File: config.mk
export PLATFORM = sky130hd
export DESIGN_NAME = snl_lane_buffer
export DESIGN_NICKNAME = d
export VERILOG_FILES = /design/src/rtl/snl_lane_pkg.sv /design/src/rtl/snl_lane_swap.sv /design/src/rtl/snl_lane_bank.sv /design/src/rtl/snl_rx_deser.sv /design/src/rtl/snl_tx_ser.sv /design/src/rtl/snl_lane_buffer.sv
export SDC_FILE = /design/constraint.sdc
export NUM_CORES = 1
export LEC_CHECK = 0
export ABC_CLOCK_PERIOD_IN_PS = 5030
export BUFFER_PORTS_ARGS = -buffer_cell sky130_fd_sc_hd__buf_2
export CORE_MARGIN = 3
export CORE_UTILIZATION = 47
export CTS_CLUSTER_SIZE = 12
export DETAILED_ROUTE_END_ITERATION = 12
export PLACE_DENSITY = 0.67
export SLEW_MARGIN = 20
export SYNTH_ARGS = -nofsm -noshare
export SYNTH_HDL_FRONTEND = slang
export SYNTH_SLANG_ARGS = --single-unit
File: constraint.sdc
create_clock -name clk -period 5.03 [get_ports clk]
set_input_delay 0.503 -clock clk [delete_from_list [all_inputs] [get_ports clk]]
set_output_delay 0.503 -clock clk [all_outputs]
set_load 0.1 [all_outputs]
File: src/rtl/snl_lane_pkg.sv
package snl_lane_pkg;
  localparam int SNL_LANES  = 4;
  localparam int SNL_LANE_W = 8;

  typedef enum logic {
    TX_IDLE  = 1'b0,
    TX_SHIFT = 1'b1
  } tx_state_e;
endpackage

File: src/rtl/snl_lane_swap.sv
module snl_lane_swap #(
  parameter int LANES  = 4,
  parameter int LANE_W = 8,
  localparam int PKT_W = LANES * LANE_W
) (
  input  logic [PKT_W-1:0] din,
  output logic [PKT_W-1:0] dout
);
  // packet byte k (counted from the MSB end) <-> device lane k (from the LSB end)
  for (genvar i = 0; i < LANES; i++) begin : g_lane
    assign dout[i*LANE_W +: LANE_W] = din[(LANES-1-i)*LANE_W +: LANE_W];
  end
endmodule

File: src/rtl/snl_lane_bank.sv
module snl_lane_bank #(
  parameter int LANES  = 4,
  parameter int LANE_W = 8,
  localparam int PKT_W = LANES * LANE_W
) (
  input  logic             clk,
  input  logic             rst,
  input  logic             load,
  input  logic [PKT_W-1:0] din,
  output logic [PKT_W-1:0] q
);
  for (genvar i = 0; i < LANES; i++) begin : g_reg
    always_ff @(posedge clk) begin
      if (rst)       q[i*LANE_W +: LANE_W] <= '0;
      else if (load) q[i*LANE_W +: LANE_W] <= din[i*LANE_W +: LANE_W];
    end
  end


  bank_hold_chk: assert property (@(posedge clk) disable iff (rst)
    !load |=> $stable(q));
endmodule

File: src/rtl/snl_rx_deser.sv
module snl_rx_deser #(
  parameter int PKT_W = 32,
  localparam int CW   = $clog2(PKT_W)
) (
  input  logic             clk,
  input  logic             rst,
  input  logic             ser_bit,
  input  logic             ser_frame,
  output logic             done,
  output logic [PKT_W-1:0] word
);
  logic [PKT_W-2:0] sh;
  logic [CW-1:0]    cnt;
  logic             in_pkt;
  logic             last;

  assign last = in_pkt && !ser_frame && (cnt == CW'(PKT_W - 1));
  assign done = last;
  assign word = {sh, ser_bit};

  always_ff @(posedge clk) begin
    if (rst) begin
      sh     <= '0;
      cnt    <= '0;
      in_pkt <= 1'b0;
    end else if (ser_frame) begin
      sh     <= {sh[PKT_W-3:0], ser_bit};
      cnt    <= CW'(1);
      in_pkt <= 1'b1;
    end else if (in_pkt) begin
      sh     <= {sh[PKT_W-3:0], ser_bit};
      cnt    <= last ? '0 : cnt + 1'b1;
      in_pkt <= !last;
    end
  end


  rx_count_chk: assert property (@(posedge clk) disable iff (rst)
    in_pkt |-> (cnt != '0));

  rx_done_gap_chk: assert property (@(posedge clk) disable iff (rst)
    done |=> !done);
endmodule

File: src/rtl/snl_tx_ser.sv
module snl_tx_ser
  import snl_lane_pkg::*;
#(
  parameter int PKT_W = 32,
  localparam int CW   = $clog2(PKT_W)
) (
  input  logic             clk,
  input  logic             rst,
  input  logic             load,
  input  logic [PKT_W-1:0] direct_pkt,
  input  logic [PKT_W-1:0] held_pkt,
  output logic             ser_bit,
  output logic             ser_frame,
  output logic             ser_active
);
  tx_state_e        state;
  logic [PKT_W-1:0] sh;
  logic [CW-1:0]    cnt;
  logic             pend;
  logic             frame_q;
  logic             last;
  logic             can_start;
  logic             start;

  assign last      = (state == TX_SHIFT) && (cnt == CW'(PKT_W - 1));
  assign can_start = (state == TX_IDLE) || last;
  assign start     = can_start && (pend || load);

  always_ff @(posedge clk) begin
    if (rst) begin
      state   <= TX_IDLE;
      sh      <= '0;
      cnt     <= '0;
      pend    <= 1'b0;
      frame_q <= 1'b0;
    end else if (start) begin
      sh      <= pend ? held_pkt : direct_pkt;
      cnt     <= '0;
      state   <= TX_SHIFT;
      frame_q <= 1'b1;
      pend    <= pend && load;
    end else begin
      frame_q <= 1'b0;
      if (load) pend <= 1'b1;
      if (state == TX_SHIFT) begin
        sh  <= last ? '0 : {sh[PKT_W-2:0], 1'b0};
        cnt <= cnt + 1'b1;
        if (last) state <= TX_IDLE;
      end
    end
  end

  assign ser_bit    = sh[PKT_W-1];
  assign ser_frame  = frame_q;
  assign ser_active = (state == TX_SHIFT);


  tx_frame_active_chk: assert property (@(posedge clk) disable iff (rst)
    ser_frame |-> ser_active);

  tx_frame_single_chk: assert property (@(posedge clk) disable iff (rst)
    ser_frame |=> (ser_active && !ser_frame));

  tx_no_gap_chk: assert property (@(posedge clk) disable iff (rst)
    (last && pend) |=> ser_frame);

  tx_idle_low_chk: assert property (@(posedge clk) disable iff (rst)
    !ser_active |-> !ser_bit);
endmodule

File: src/rtl/snl_lane_buffer.sv
module snl_lane_buffer
  import snl_lane_pkg::*;
#(
  parameter int LANES  = SNL_LANES,
  parameter int LANE_W = SNL_LANE_W,
  localparam int PKT_W = LANES * LANE_W
) (
  input  logic             clk,
  input  logic             rst,
  input  logic             ser_in,
  input  logic             ser_in_frame,
  output logic [PKT_W-1:0] dev_wr_data,
  output logic             dev_wr_valid,
  input  logic [PKT_W-1:0] dev_rd_data,
  input  logic             dev_rd_load,
  output logic             ser_out,
  output logic             ser_out_frame,
  output logic             ser_out_active
);
  logic             rx_done;
  logic [PKT_W-1:0] rx_word;
  logic [PKT_W-1:0] rx_lanes;
  logic [PKT_W-1:0] rd_pkt;
  logic [PKT_W-1:0] rd_held;

  // inbound: serial -> lane bank
  snl_rx_deser #(.PKT_W(PKT_W)) u_rx (
    .clk(clk), .rst(rst), .ser_bit(ser_in), .ser_frame(ser_in_frame),
    .done(rx_done), .word(rx_word)
  );

  snl_lane_swap #(.LANES(LANES), .LANE_W(LANE_W)) u_wr_swap (
    .din(rx_word), .dout(rx_lanes)
  );

  snl_lane_bank #(.LANES(LANES), .LANE_W(LANE_W)) u_wr_bank (
    .clk(clk), .rst(rst), .load(rx_done), .din(rx_lanes), .q(dev_wr_data)
  );

  always_ff @(posedge clk) begin
    if (rst) dev_wr_valid <= 1'b0;
    else     dev_wr_valid <= rx_done;
  end

  // outbound: lane bank -> serial
  snl_lane_swap #(.LANES(LANES), .LANE_W(LANE_W)) u_rd_swap (
    .din(dev_rd_data), .dout(rd_pkt)
  );

  snl_lane_bank #(.LANES(LANES), .LANE_W(LANE_W)) u_rd_bank (
    .clk(clk), .rst(rst), .load(dev_rd_load), .din(rd_pkt), .q(rd_held)
  );

  snl_tx_ser #(.PKT_W(PKT_W)) u_tx (
    .clk(clk), .rst(rst), .load(dev_rd_load),
    .direct_pkt(rd_pkt), .held_pkt(rd_held),
    .ser_bit(ser_out), .ser_frame(ser_out_frame), .ser_active(ser_out_active)
  );


  wr_valid_pulse_chk: assert property (@(posedge clk) disable iff (rst)
    dev_wr_valid |=> !dev_wr_valid);

  wr_update_chk: assert property (@(posedge clk) disable iff (rst)
    !dev_wr_valid |-> $stable(dev_wr_data));
endmodule

==> flow_summary.yaml <==
global_route:
  grt_pass1_vias: 4518
  grt_usage_pct: 19.6
  grt_pass1_wl_mm: 21.1
  antenna_found_initial: 0
  grt_max_degree: 69
  grt-ovfl-total: 0
critical_path:
  reg2reg_from: "u_tx.cnt[0]$_SDFFE_PP0P_"
  worstPathRequired_ps: 5320
  crit_path_end_kind: "register"
  startpoint: "u_tx.cnt[0]$_SDFFE_PP0P_"
  crit_fanout: 16
  critPathKind: "register to register"
  arrival_ps: 2570
  start_kind: "register"
routing:
  vias: 4894
  drtAntennaViolNets: 0
  drt_iter0_drc: 463
  detail_route.wl_per_cell_um: 14.8
  drc: 0
  dr.pass1.iters: 7
  viasPerCell: 5.63
  wl_mm: 12.9
clock_network:
  numClockSinks: 142
  root_buffer: "clkbuf_16"
  cts_made_buffers: 17
  holdBufCountCts: 0
  insertion_delay_ps: 420
  path_clk_slew_ps: 60
  post_cts_buffers: 0
  ctsResizeCount: 0
  cts_tree: "done"
  clockBufferDepth: 2
  htreeDepth: 4
cells_and_area:
  n_fill_cell: 1082
  drive_gt1_share_pct: 16.7
  syn_to_final_growth_pct: 16.9
  antenna_cells: 0
  final_area_mm2: 0.00671
  fin_nets: 755
synthesis:
  synth_cell_types: 40
  muxShareOfSynthArea_pct: 6.11
  synthSimpleGateAreaFrac_pct: 19.3
  synth_commonest_cells: "157 x nand2_1, 142 x dfxtp_1, 95 x a21oi_1"
  synth_top_family_by_area: "simple AND/OR/NAND/NOR gates"
  syn_area_mm2: 0.00573
  synth-warning-count: 0
  synth-edff-count: 0
  avgSynthCellArea_um2: 8.50
  synth.most_common_cell: "nand2_1"
  ys.flop_type: "dfxtp_1"
  syn_inst: 675
  synth-seq-cells: 142
  synth_xor_area_share_pct: 0.458
  synth-compound-area-share_pct: 19.2
  ys_seq_area_share_pct: 49.6
  synth-adder-area-share_pct: 0.873
  synth_area_leaders: "dfxtp_1 50%, nand2_1 10%, a21oi_1 8.3%"
  synth_nets: 716
  synthArstFlopShare_pct: 0
  synth.top_cell.area_share_pct: 49.6
  yosysTopAreaCell: "dfxtp_1"
floorplan:
  die_h_um: 116
  initial_utilization_pct: 49.2
  rows: 39
  die_x_um: 116
  fp.dieArea_mm2: 0.0136
  coreArea_mm2: 0.0117
  io_pins: 73
timing:
  clock_skew_ps: 4.96
  setup_viol: 0
  worst_pin_slew_ps: 717
  finalCritPeriodShare_pct: 45.3
  fin_crit_ps: 2280
  setup_ws_ps: 2750
  max-slew-margin-rel_pct: 52.2
  fmax_mhz: 438
  hold_viol_final: 0
  rsz0062_at_grt: "no"
  slew_violations: 0
  tns_ps: 0
placed_design:
  place_congestion: 0.783
  port_buffers: 72
  placedInstanceArea_mm2: 0.00607
  dp_slack_ps: 2260
  post-dp-hpwl_mm: 7.96
power:
  p_per_area_mw_per_mm2: 400
  peakVddDrop_v: 0.000260
  p_leak_uw: 0.00265
status:
  status: "complete, no violations"
min_path:
  min_from: "dev_rd_data[31]"
  hp-class: "primary input to register"
run:
  maxCapViolCount: 0
per-layer routing:
layer	global-route usage (%)	routed length (um)
met2	30.6	6120
met1	25.5	5840
met3	5.85	747
met5	0	0
met4	7.89	188
state kept, by name (all words and copies together), names as in the netlist:
| register | count |
|---|---|
| u_tx.cnt | 5 |
| u_tx.ser_active | 1 |
| u_rx.sh | 31 |
| u_wr_bank.q | 32 |
| u_tx.ser_frame | 1 |
| u_tx.sh | 32 |
| u_rd_bank.q | 32 |
| u_rx.cnt | 5 |
| u_rx.in_pkt | 1 |
| dev_wr_valid | 1 |
| u_tx.pend | 1 |
metrics by stage:
stage | utilization [%] | hold WS [ps] | total power (uW) | instances
after floorplan | - | 413 | 1380 | 675
after global placement | 52.0 | 425 | 1420 | 837
after detailed placement | 52.0 | 430 | 1430 | 837
after CTS | 57.2 | 329 | 2710 | 868
after global routing | 57.5 | 345 | 2790 | 869
final | 57.5 | 334 | 2680 | 869
worst max-delay path: stages, from the launching register on:
cell and delay [ps]:
dfxtp_1 370, ha_1 180, and3_1 160, ha_1 290
nand2b_1 580, nor2_1 120, o41ai_1 440
path summary, 6_finish.rpt:
path | to | cells past startpoint | slack (ps)
hold / removal | u_rd_bank.q[7]$_SDFFE_PP0P_ | 3 | 330
setup reg to reg | u_tx.sh[6]$_SDFFE_PP0P_ | 6 | 2750
setup / recovery | u_tx.sh[6]$_SDFFE_PP0P_ | 6 | 2750
hold reg to reg | u_tx.sh[21]$_SDFFE_PP0P_ | 2 | 450
area by class of cell:
cell class                 instances  area, um^2  area share (%)
clock buffer                      21         470            7.02
clock inverter                    10         138            2.05
inverter                           2        7.51           0.112
multi-input combinational        474        2660            39.7
sequential                       142        2850            42.4
tap                              143         179            2.67
timing repair buffer              77         404            6.03
report_power, final:
part           switching, uW  internal [uW]
clock                    458            814
combinational            129           77.4
sequential              37.0           1170
total                    624           2060
layout by cell type, fill, tap and decap left out, types with 4 or more instances in the layout:
master / count
nand2_1: 157
dfxtp_1: 140
a21oi_1: 95
buf_2: 71
nor2_1: 62
mux2i_1: 35
clkbuf_16: 17
a222oi_1: 14
nand3b_1: 13
a21o_1: 12
o41ai_1: 12
a22oi_1: 10
nand2b_1: 9
o21ai_0: 9
o221ai_1: 7
a211oi_1: 7
buf_4: 5
ha_1: 4
kinds of logic (layout without fill, tap and decap cells):
| kind of cell | after synthesis | after routing |
|---|---|---|
| AO/OA/AOI/OAI | 172 | 172 |
| XOR/XNOR | 3 | 3 |
| adder cells (fa/ha/maj) | 4 | 4 |
| buffers and inverters | 59 | 110 |
| flip-flops | 142 | 142 |
| multiplexers | 35 | 35 |
| AND/OR/NAND/NOR | 260 | 260 |
Note: power is estimated with default switching activity, not from simulation.
